--- config.mk ---
export PLATFORM = sky130hd
export DESIGN_NAME = ac_gpio_shadow
export DESIGN_NICKNAME = d
export VERILOG_FILES = /design/src/rtl/ac_shadow_pkg.sv /design/src/rtl/ac_frame_tracker.sv /design/src/rtl/ac_slot_capture.sv /design/src/rtl/ac_gpio_host.sv /design/src/rtl/ac_gpio_shadow.sv
export SDC_FILE = /design/constraint.sdc
export NUM_CORES = 1
export LEC_CHECK = 0
export BUFFER_PORTS_ARGS = -buffer_cell sky130_fd_sc_hd__buf_2
export CAP_MARGIN = 20
export CELL_PAD_IN_SITES_DETAIL_PLACEMENT = 1
export CELL_PAD_IN_SITES_GLOBAL_PLACEMENT = 1
export CORE_MARGIN = 2
export CORE_UTILIZATION = 46
export DETAILED_ROUTE_END_ITERATION = 7
export PLACE_DENSITY = 0.8
export SKIP_CTS_REPAIR_TIMING = 1
export SYNTH_ARGS = -nofsm -noshare
export SYNTH_HDL_FRONTEND = slang
export SYNTH_SLANG_ARGS = --single-unit
--- constraint.sdc ---
create_clock -name bitclk -period 3.9 [get_ports bitclk]
set_input_delay 0.78 -clock bitclk [delete_from_list [all_inputs] [get_ports bitclk]]
set_output_delay 0.78 -clock bitclk [all_outputs]
set_load 0.1 [all_outputs]
--- src/rtl/ac_shadow_pkg.sv ---
package ac_shadow_pkg;
  localparam int FRAME_BITS  = 256;
  localparam int TAG_BITS    = 16;
  localparam int SLOT_BITS   = 20;
  localparam int GPIO_W      = 16;
  localparam int STATUS_SLOT = 12;
  localparam int CNT_W       = $clog2(FRAME_BITS);

  typedef logic [SLOT_BITS-1:0] slot_t;
  typedef logic [CNT_W-1:0]     bit_idx_t;

  // first frame bit of a 20-bit data slot (slot numbering starts at 1)
  function automatic int slot_first_bit(input int slot);
    return TAG_BITS + (slot - 1) * SLOT_BITS;
  endfunction

  function automatic int slot_last_bit(input int slot);
    return slot_first_bit(slot) + SLOT_BITS - 1;
  endfunction

  // GPIO pin status lives in the upper 16 bits of the slot
  function automatic logic [GPIO_W-1:0] gpio_field(input slot_t s);
    return s[SLOT_BITS-1 -: GPIO_W];
  endfunction
endpackage

--- src/rtl/ac_frame_tracker.sv ---
module ac_frame_tracker
  import ac_shadow_pkg::*;
(
  input  logic     clk,
  input  logic     rst_n,
  input  logic     sync,
  output logic     frame_start,
  output logic     bit_live,
  output bit_idx_t bit_idx
);
  localparam bit_idx_t LAST_IDX = bit_idx_t'(FRAME_BITS - 1);

  logic     sync_q;
  logic     active_q;
  bit_idx_t cnt_q;

  assign frame_start = sync & ~sync_q;
  assign bit_live    = frame_start | active_q;
  assign bit_idx     = frame_start ? '0 : cnt_q;

  always_ff @(posedge clk) begin
    if (!rst_n) begin
      sync_q   <= 1'b0;
      active_q <= 1'b0;
      cnt_q    <= '0;
    end else begin
      sync_q <= sync;
      if (bit_live) begin
        if (bit_idx == LAST_IDX) begin
          active_q <= 1'b0;
        end else begin
          active_q <= 1'b1;
          cnt_q    <= bit_idx + bit_idx_t'(1);
        end
      end
    end
  end
endmodule

--- src/rtl/ac_slot_capture.sv ---
module ac_slot_capture
  import ac_shadow_pkg::*;
#(
  parameter int SLOT_SEL = STATUS_SLOT
) (
  input  logic     clk,
  input  logic     rst_n,
  input  logic     bit_live,
  input  bit_idx_t bit_idx,
  input  logic     sdata,
  output logic     slot_done,
  output slot_t    shadow
);
  localparam bit_idx_t FIRST = bit_idx_t'(slot_first_bit(SLOT_SEL));
  localparam bit_idx_t LAST  = bit_idx_t'(slot_last_bit(SLOT_SEL));

  logic [SLOT_BITS-2:0] shift_q;
  slot_t                assembled;
  logic                 in_slot;

  assign in_slot   = bit_live && (bit_idx >= FIRST) && (bit_idx <= LAST);
  assign slot_done = bit_live && (bit_idx == LAST);
  assign assembled = {shift_q, sdata};

  always_ff @(posedge clk) begin
    if (!rst_n) begin
      shift_q <= '0;
      shadow  <= '0;
    end else begin
      if (in_slot)   shift_q <= assembled[SLOT_BITS-2:0];
      if (slot_done) shadow  <= assembled;
    end
  end
endmodule

--- src/rtl/ac_gpio_host.sv ---
module ac_gpio_host
  import ac_shadow_pkg::*;
#(
  parameter int              ADDR_W      = 7,
  parameter logic [ADDR_W-1:0] STATUS_ADDR = 7'h54
) (
  input  logic              clk,
  input  logic              rst_n,
  input  logic [GPIO_W-1:0] status_field,
  input  logic              irq_set,
  input  logic              host_rd,
  input  logic              host_wr,
  input  logic [ADDR_W-1:0] host_addr,
  input  logic              host_wbit,
  output logic [GPIO_W-1:0] rd_data,
  output logic              rd_valid,
  output logic              rd_nack,
  output logic              gpio_irq
);
  logic addr_hit;
  logic irq_clr;

  assign addr_hit = (host_addr == STATUS_ADDR);
  assign irq_clr  = host_wr & addr_hit & host_wbit;

  always_ff @(posedge clk) begin
    if (!rst_n) begin
      rd_data  <= '0;
      rd_valid <= 1'b0;
      rd_nack  <= 1'b0;
      gpio_irq <= 1'b0;
    end else begin
      rd_valid <= host_rd;
      rd_nack  <= host_rd & ~addr_hit;
      rd_data  <= (host_rd & addr_hit) ? status_field : '0;
      if (irq_set)      gpio_irq <= 1'b1;
      else if (irq_clr) gpio_irq <= 1'b0;
    end
  end
endmodule

--- src/rtl/ac_gpio_shadow.sv ---
module ac_gpio_shadow
  import ac_shadow_pkg::*;
#(
  parameter int              ADDR_W      = 7,
  parameter logic [ADDR_W-1:0] STATUS_ADDR = 7'h54
) (
  input  logic              bitclk,
  input  logic              rst_n,
  input  logic              sync,
  input  logic              sdata_in,
  input  logic              host_rd,
  input  logic              host_wr,
  input  logic [ADDR_W-1:0] host_addr,
  input  logic              host_wbit,
  output logic [GPIO_W-1:0] rd_data,
  output logic              rd_valid,
  output logic              rd_nack,
  output logic              gpio_irq
);
  logic     frame_start;
  logic     bit_live;
  bit_idx_t bit_idx;
  logic     slot_done;
  slot_t    shadow;
  logic     irq_set;

  ac_frame_tracker u_trk (
    .clk         (bitclk),
    .rst_n       (rst_n),
    .sync        (sync),
    .frame_start (frame_start),
    .bit_live    (bit_live),
    .bit_idx     (bit_idx)
  );

  ac_slot_capture #(.SLOT_SEL(STATUS_SLOT)) u_cap (
    .clk       (bitclk),
    .rst_n     (rst_n),
    .bit_live  (bit_live),
    .bit_idx   (bit_idx),
    .sdata     (sdata_in),
    .slot_done (slot_done),
    .shadow    (shadow)
  );

  // slot bit 0 is the last bit of the slot on the wire
  assign irq_set = slot_done & sdata_in;

  ac_gpio_host #(.ADDR_W(ADDR_W), .STATUS_ADDR(STATUS_ADDR)) u_host (
    .clk          (bitclk),
    .rst_n        (rst_n),
    .status_field (gpio_field(shadow)),
    .irq_set      (irq_set),
    .host_rd      (host_rd),
    .host_wr      (host_wr),
    .host_addr    (host_addr),
    .host_wbit    (host_wbit),
    .rd_data      (rd_data),
    .rd_valid     (rd_valid),
    .rd_nack      (rd_nack),
    .gpio_irq     (gpio_irq)
  );
endmodule

==> impl_metrics.yaml, run 1 <==
setup_path:
  crit_path_cell_trace: "buf_2, nor2b_1, nor2_1, nand4_2, o22ai_1"
  slowest_stage: "nand4_2"
  critPathCaptureType: "flop"
  crit_arrival_ns: 2.34
  critPathBufInv: 1
  critPathMaxStageDelay_ns: 0.64
  cp.required_ns: 4.14
  critPathMaxFanout: 17
  critical-path-top-delay-family: "simple AND/OR/NAND/NOR gates"
  path_class: "input pin to flop"
  startpoint_type: "input pin"
cells_and_area:
  fin_nets: 282
  area_delta_synth_final_pct: 19.5
  drive_gt1_share_pct: 21.3
  n_antenna_cell: 0
  post-route-util_pct: 57.6
sta:
  finalCritPeriodShare_pct: 53.8
  fmax_mhz: 477
  relSlewSlack_pct: 43.8
  grt_setup_unrepaired: "false"
  final_max_slew_viol_count: 0
  tns_ns: 0
  worstMarginPinSlew_ns: 0.843
  period_minus_slack_ns: 2.10
  hold_viol_final: 0
  clock-skew-final_ns: 0.00597
  finalSetupViolCount: 0
synthesis:
  netlist_area_um2: 2310
  synth_top_area_cell: "dfxtp_1"
  synthesis.nets: 252
  avgSynthCellArea_um2: 9.73
  synth_ff_type: "dfxtp_1"
  ys_seq_elements: 64
  synthArstFlopShare_pct: 0
  synth_edf_count: 0
  yosysWarnings: 0
  synth_top_area_share_pct: 55.6
  syn_inst: 237
  seq_area_frac_synth_pct: 55.6
  synthTopCellsByArea: "dfxtp_1 (56%), nand2_1 (7.0%), mux2i_1 (6.9%), and3_1 (4.9%), nand3_1 (4.6%)"
  ys_types: 36
clock_network:
  clkSlewWorstSetupHoldPaths_ns: 0.07
  cts_buffers: 9
  h-tree-depth: 3
  clk_latency_ns: 0.33
  cts_num_sinks: 64
  cts_tree: "built"
  ctsRootBufferMaster: "clkbuf_8"
  clock_path_buffers: 2
floorplanning:
  die_x_um: 74.8
  design.core.area_um2: 4790
  initial_core_util_pct: 48.2
  boundaryPins: 33
  die_area_um2: 5600
  floorplan.rows: 25
  fp.dieH_um: 74.8
job:
  cap_violations: 0
placed_design:
  gp_congestion: 0.794
  hpwl_mm: 3.07
  port_buffers: 32
drt:
  post-route-drc-count: 0
  routed_via_density: 5.07
  postRouteAntennaNets: 0
  wl_mm: 4.63
  drtPass1Iterations: 4
  drt_iter0_markers: 46
  routed-via-count: 1720
  wl_per_cell_um: 13.7
global_routing:
  overflow: 0
  grt_usage_pct: 18.1
  grt_pass1_wl_mm: 7.47
  grt_pass1_vias: 1663
  grt_max_degree: 39
  antenna_found_initial: 0
run_status:
  run_status: "finished clean"
hold_path:
  min_path_type: "flop to flop"
power_and_ir_drop:
  irDropWorstVdd_mv: 0.302
  p_per_area_nw_per_um2: 528
  p_leak_nw: 1.24
==> cells in the mapped netlist (3+ instances only) <==
master / count
nor2_1: 3
o21ai_0: 19
and3_1: 18
dfxtp_1: 64
nand2_1: 43
clkbuf_1: 10
a21oi_1: 7
mux2i_1: 16
nand3_1: 21
==> kinds of logic after synthesis <==
| logic type | Yosys count | share of synthesized area [%] |
|---|---|---|
| AOI/OAI and AO/OA | 34 | 8.08 |
| xor gates and xnor gates | 3 | 1.14 |
| adders and majority gates | 1 | 0.543 |
| buffers and inverters | 18 | 4.40 |
| DFF | 64 | 55.6 |
| muxes | 16 | 6.95 |
| and+or+nand+nor | 101 | 23.3 |
==> cell type report <==
type	instances	area, um2
Inverter	2	7.51
Fill cell	561	2030
Clock inverter	7	144
Tap cell	67	83.8
Timing Repair Buffer	35	183
Sequential cell	64	1280
Clock buffer	9	124
Multi-Input combinational cell	155	932
==> final timing paths <==
kind	slack, ns	cells after the start	to	start
setup / recovery	1.80	5	u_host.gpio_irq	sync
setup reg to reg	1.93	4	u_host.gpio_irq	u_trk.active_q
hold reg to reg	0.46	2	u_cap.shadow[13]	u_cap.shadow[13]
hold / removal	0.46	2	u_cap.shadow[13]	u_cap.shadow[13]
==> state kept, by name (all words and copies together) (netlist names) <==
name / flops
u_host.rd_data: 16
u_host.rd_nack: 1
u_trk.sync_q: 1
u_trk.active_q: 1
u_host.gpio_irq: 1
u_trk.cnt_q: 8
u_cap.shadow: 16
u_cap.shift_q: 19
u_host.rd_valid: 1
==> tightest hold or removal path, stage by stage, from the launching register on <==
cell and delay [ns]:
dfxtp_1 0.31, nand2_1 0.05, mux2i_1 0.05
==> stage by stage <==
stage | instance area (um2) | total power, W | instances | setup slack, ns | hold slack [ns]
floorplan | 2310 | 0.000706 | 237 | 2.12 | 0.434
detailed placement | 2490 | 0.000720 | 323 | 1.41 | 0.450
global route | 2760 | 0.00150 | 339 | 1.64 | 0.485
global placement | 2490 | 0.000719 | 323 | 1.48 | 0.441
CTS | 2760 | 0.00147 | 339 | 1.78 | 0.464
finish | 2760 | 0.00145 | 339 | 1.80 | 0.459
==> per-layer routing <==
layer	vias to the layer above	track usage, %	wire, um
met4	0	11.1	74
met1	803	21.8	2170
li1	880	-	-
met5	-	0	0
met2	30	29.4	2260
met3	7	4.02	126
==> power by group <==
part | total [W] | switching, W | internal, W
combinational | 0.0000413 | 0.0000291 | 0.0000121
clock | 0.000749 | 0.000259 | 0.000490
sequential | 0.000663 | 0.00000513 | 0.000658
==> layout by cell type (no fill, tap or decap), types with 2 or more instances in the layout <==
| master | count |
|---|---|
| and3_1 | 18 |
| clkbuf_8 | 9 |
| nor3_1 | 2 |
| bufinv_16 | 4 |
| nand2_1 | 43 |
| buf_2 | 32 |
| xor2_1 | 2 |
| buf_4 | 3 |
| dfxtp_1 | 64 |
| nand3_1 | 21 |
| nor2_1 | 3 |
| nor2b_1 | 2 |
| a21oi_1 | 7 |
| inv_1 | 2 |
| mux2i_1 | 16 |
| clkinvlp_4 | 2 |
| a31oi_1 | 2 |
| o31ai_1 | 2 |
| o21ai_0 | 19 |
Power figures use the tool's default switching activity.
==> inputs of run 2 (changes only) <==
--- a/config.mk
+++ b/config.mk
@@ -10,9 +10,9 @@
 export CELL_PAD_IN_SITES_DETAIL_PLACEMENT = 1
 export CELL_PAD_IN_SITES_GLOBAL_PLACEMENT = 1
 export CORE_MARGIN = 2
-export CORE_UTILIZATION = 46
+export CORE_UTILIZATION = 43
 export DETAILED_ROUTE_END_ITERATION = 7
-export PLACE_DENSITY = 0.8
+export PLACE_DENSITY = 0.76
 export SKIP_CTS_REPAIR_TIMING = 1
 export SYNTH_ARGS = -nofsm -noshare
 export SYNTH_HDL_FRONTEND = slang
==> constraint.sdc (replaced) <==
create_clock -name bitclk -period 1.94 [get_ports bitclk]
set_input_delay 0.388 -clock bitclk [delete_from_list [all_inputs] [get_ports bitclk]]
set_output_delay 0.388 -clock bitclk [all_outputs]
set_load 0.1 [all_outputs]
==> impl_metrics.yaml, run 2 (same netlist as run 1, synthesis figures left out) <==
global_routing:
  overflow: 0
  grt_pass1_vias: 1800
  grt_usage_pct: 18.4
  grt_pass1_wl_mm: 8.47
  antenna_found_initial: 0
  grt_max_degree: 39
cells_and_area:
  post-route-util_pct: 53.8
  final_common_cell: "dfxtp_1"
  area_delta_synth_final_pct: 19.9
  final_cell_mix: "dfxtp_1 (64), nand2_1 (43), buf_2 (32)"
  fin_nets: 287
  fin_area_um2: 2770
  drive_gt1_share_pct: 22.4
  n_antenna_cell: 0
  reg.largest.list: "u_cap.shift_q x19, u_cap.shadow x16, u_host.rd_data x16"
  largest_reg_flops: 19
  top_register: "u_cap.shift_q"
sta:
  final_max_slew_viol_count: 0
  clock-skew-final_ns: 0.00431
  tns_ns: 0
  hold_viol_final: 0
  grt_setup_unrepaired: "false"
  period_minus_slack_ns: 1.49
  holdWs_ns: 0.275
  fmax_mhz: 673
  relSlewSlack_pct: 67.2
  finalCritPeriodShare_pct: 76.6
  finalSetupViolCount: 0
  worstMarginPinSlew_ns: 0.495
clock_network:
  clkSlewWorstSetupHoldPaths_ns: 0.07
  h-tree-depth: 3
  cts_tree: "built"
  clock_path_buffers: 2
  cts_buffers: 9
  clk_latency_ns: 0.34
  cts_num_sinks: 64
  ctsRootBufferMaster: "clkbuf_8"
setup_path:
  slowest_stage: "buf_2"
  crit_cells: 1
  critical-path-top-delay-family: "buffers and inverters"
  critPathBufInv: 1
  path_class: "flop to output pin"
  critPathMaxFanout: 2
  cp.required_ns: 1.55
  crit_arrival_ns: 1.10
  reg2reg_depth: 5
  startpoint_type: "flop"
  critPathCaptureType: "output pin"
  critPathMaxStageDelay_ns: 0.43
  crit_path_cell_trace: "buf_2"
hold_path:
  min_path_type: "input pin to flop"
  hold_path_depth: 2
drt:
  routed_via_density: 5.12
  drtPass1Iterations: 4
  post-route-drc-count: 0
  routed-via-count: 1777
  postRouteAntennaNets: 0
  drt_iter0_markers: 45
  wl_mm: 4.89
  wl_per_cell_um: 14.1
floorplanning:
  die_x_um: 77.2
  design.core.area_um2: 5140
  fp.dieH_um: 77.2
  boundaryPins: 33
  initial_core_util_pct: 44.9
  die_area_um2: 5960
  floorplan.rows: 26
power_and_ir_drop:
  power_w: 0.00265
  p_per_area_nw_per_um2: 959
  irDropWorstVdd_mv: 0.563
  p_leak_nw: 1.25
placed_design:
  hpwl_mm: 3.38
  port_buffers: 32
  place_area_um2: 2550
  gp_congestion: 0.752
run_status:
  run_status: "finished clean"
job:
  cap_violations: 0
-- run 2: layer usage --
layer  wire length, um  vias up  track usage [%]
met2              2230       23             28.6
met4               115        0             10.7
li1                  -      899                -
met5                 0        -                0
met1              2400      844             23.0
met3               136       11             4.94
-- run 2: layout make-up --
type | instances | area [um2]
Fill cell | 601 | 2370
Sequential cell | 64 | 1280
Multi-Input combinational cell | 155 | 932
Timing Repair Buffer | 40 | 245
Clock buffer | 10 | 128
Tap cell | 70 | 87.6
Clock inverter | 6 | 83.8
Inverter | 2 | 7.51
-- run 2: final timing paths --
kind	start	endpoint	slack, ns
worst max-delay path	u_host.gpio_irq	gpio_irq	0.45
worst min-delay path	sync	u_trk.sync_q	0.27
worst max register to register	u_trk.active_q	u_cap.shadow[10]	0.46
worst min register to register	u_cap.shadow[12]	u_cap.shadow[12]	0.46
-- run 2: where the power goes --
part           leakage (nW)  switching [W]  internal (W)
Sequential            0.517      0.0000112       0.00132
Combinational         0.628      0.0000604     0.0000288
Clock                 0.110       0.000510      0.000719
-- run 2: per-stage QoR --
step | setup slack (ns) | std cells
2_1_floorplan | 0.548 | 237
3_3_place_gp | 0.458 | 331
3_5_place_dp | 0.302 | 331
4_1_cts | 0.435 | 347
5_1_grt | 0.358 | 347
6_report | 0.455 | 347
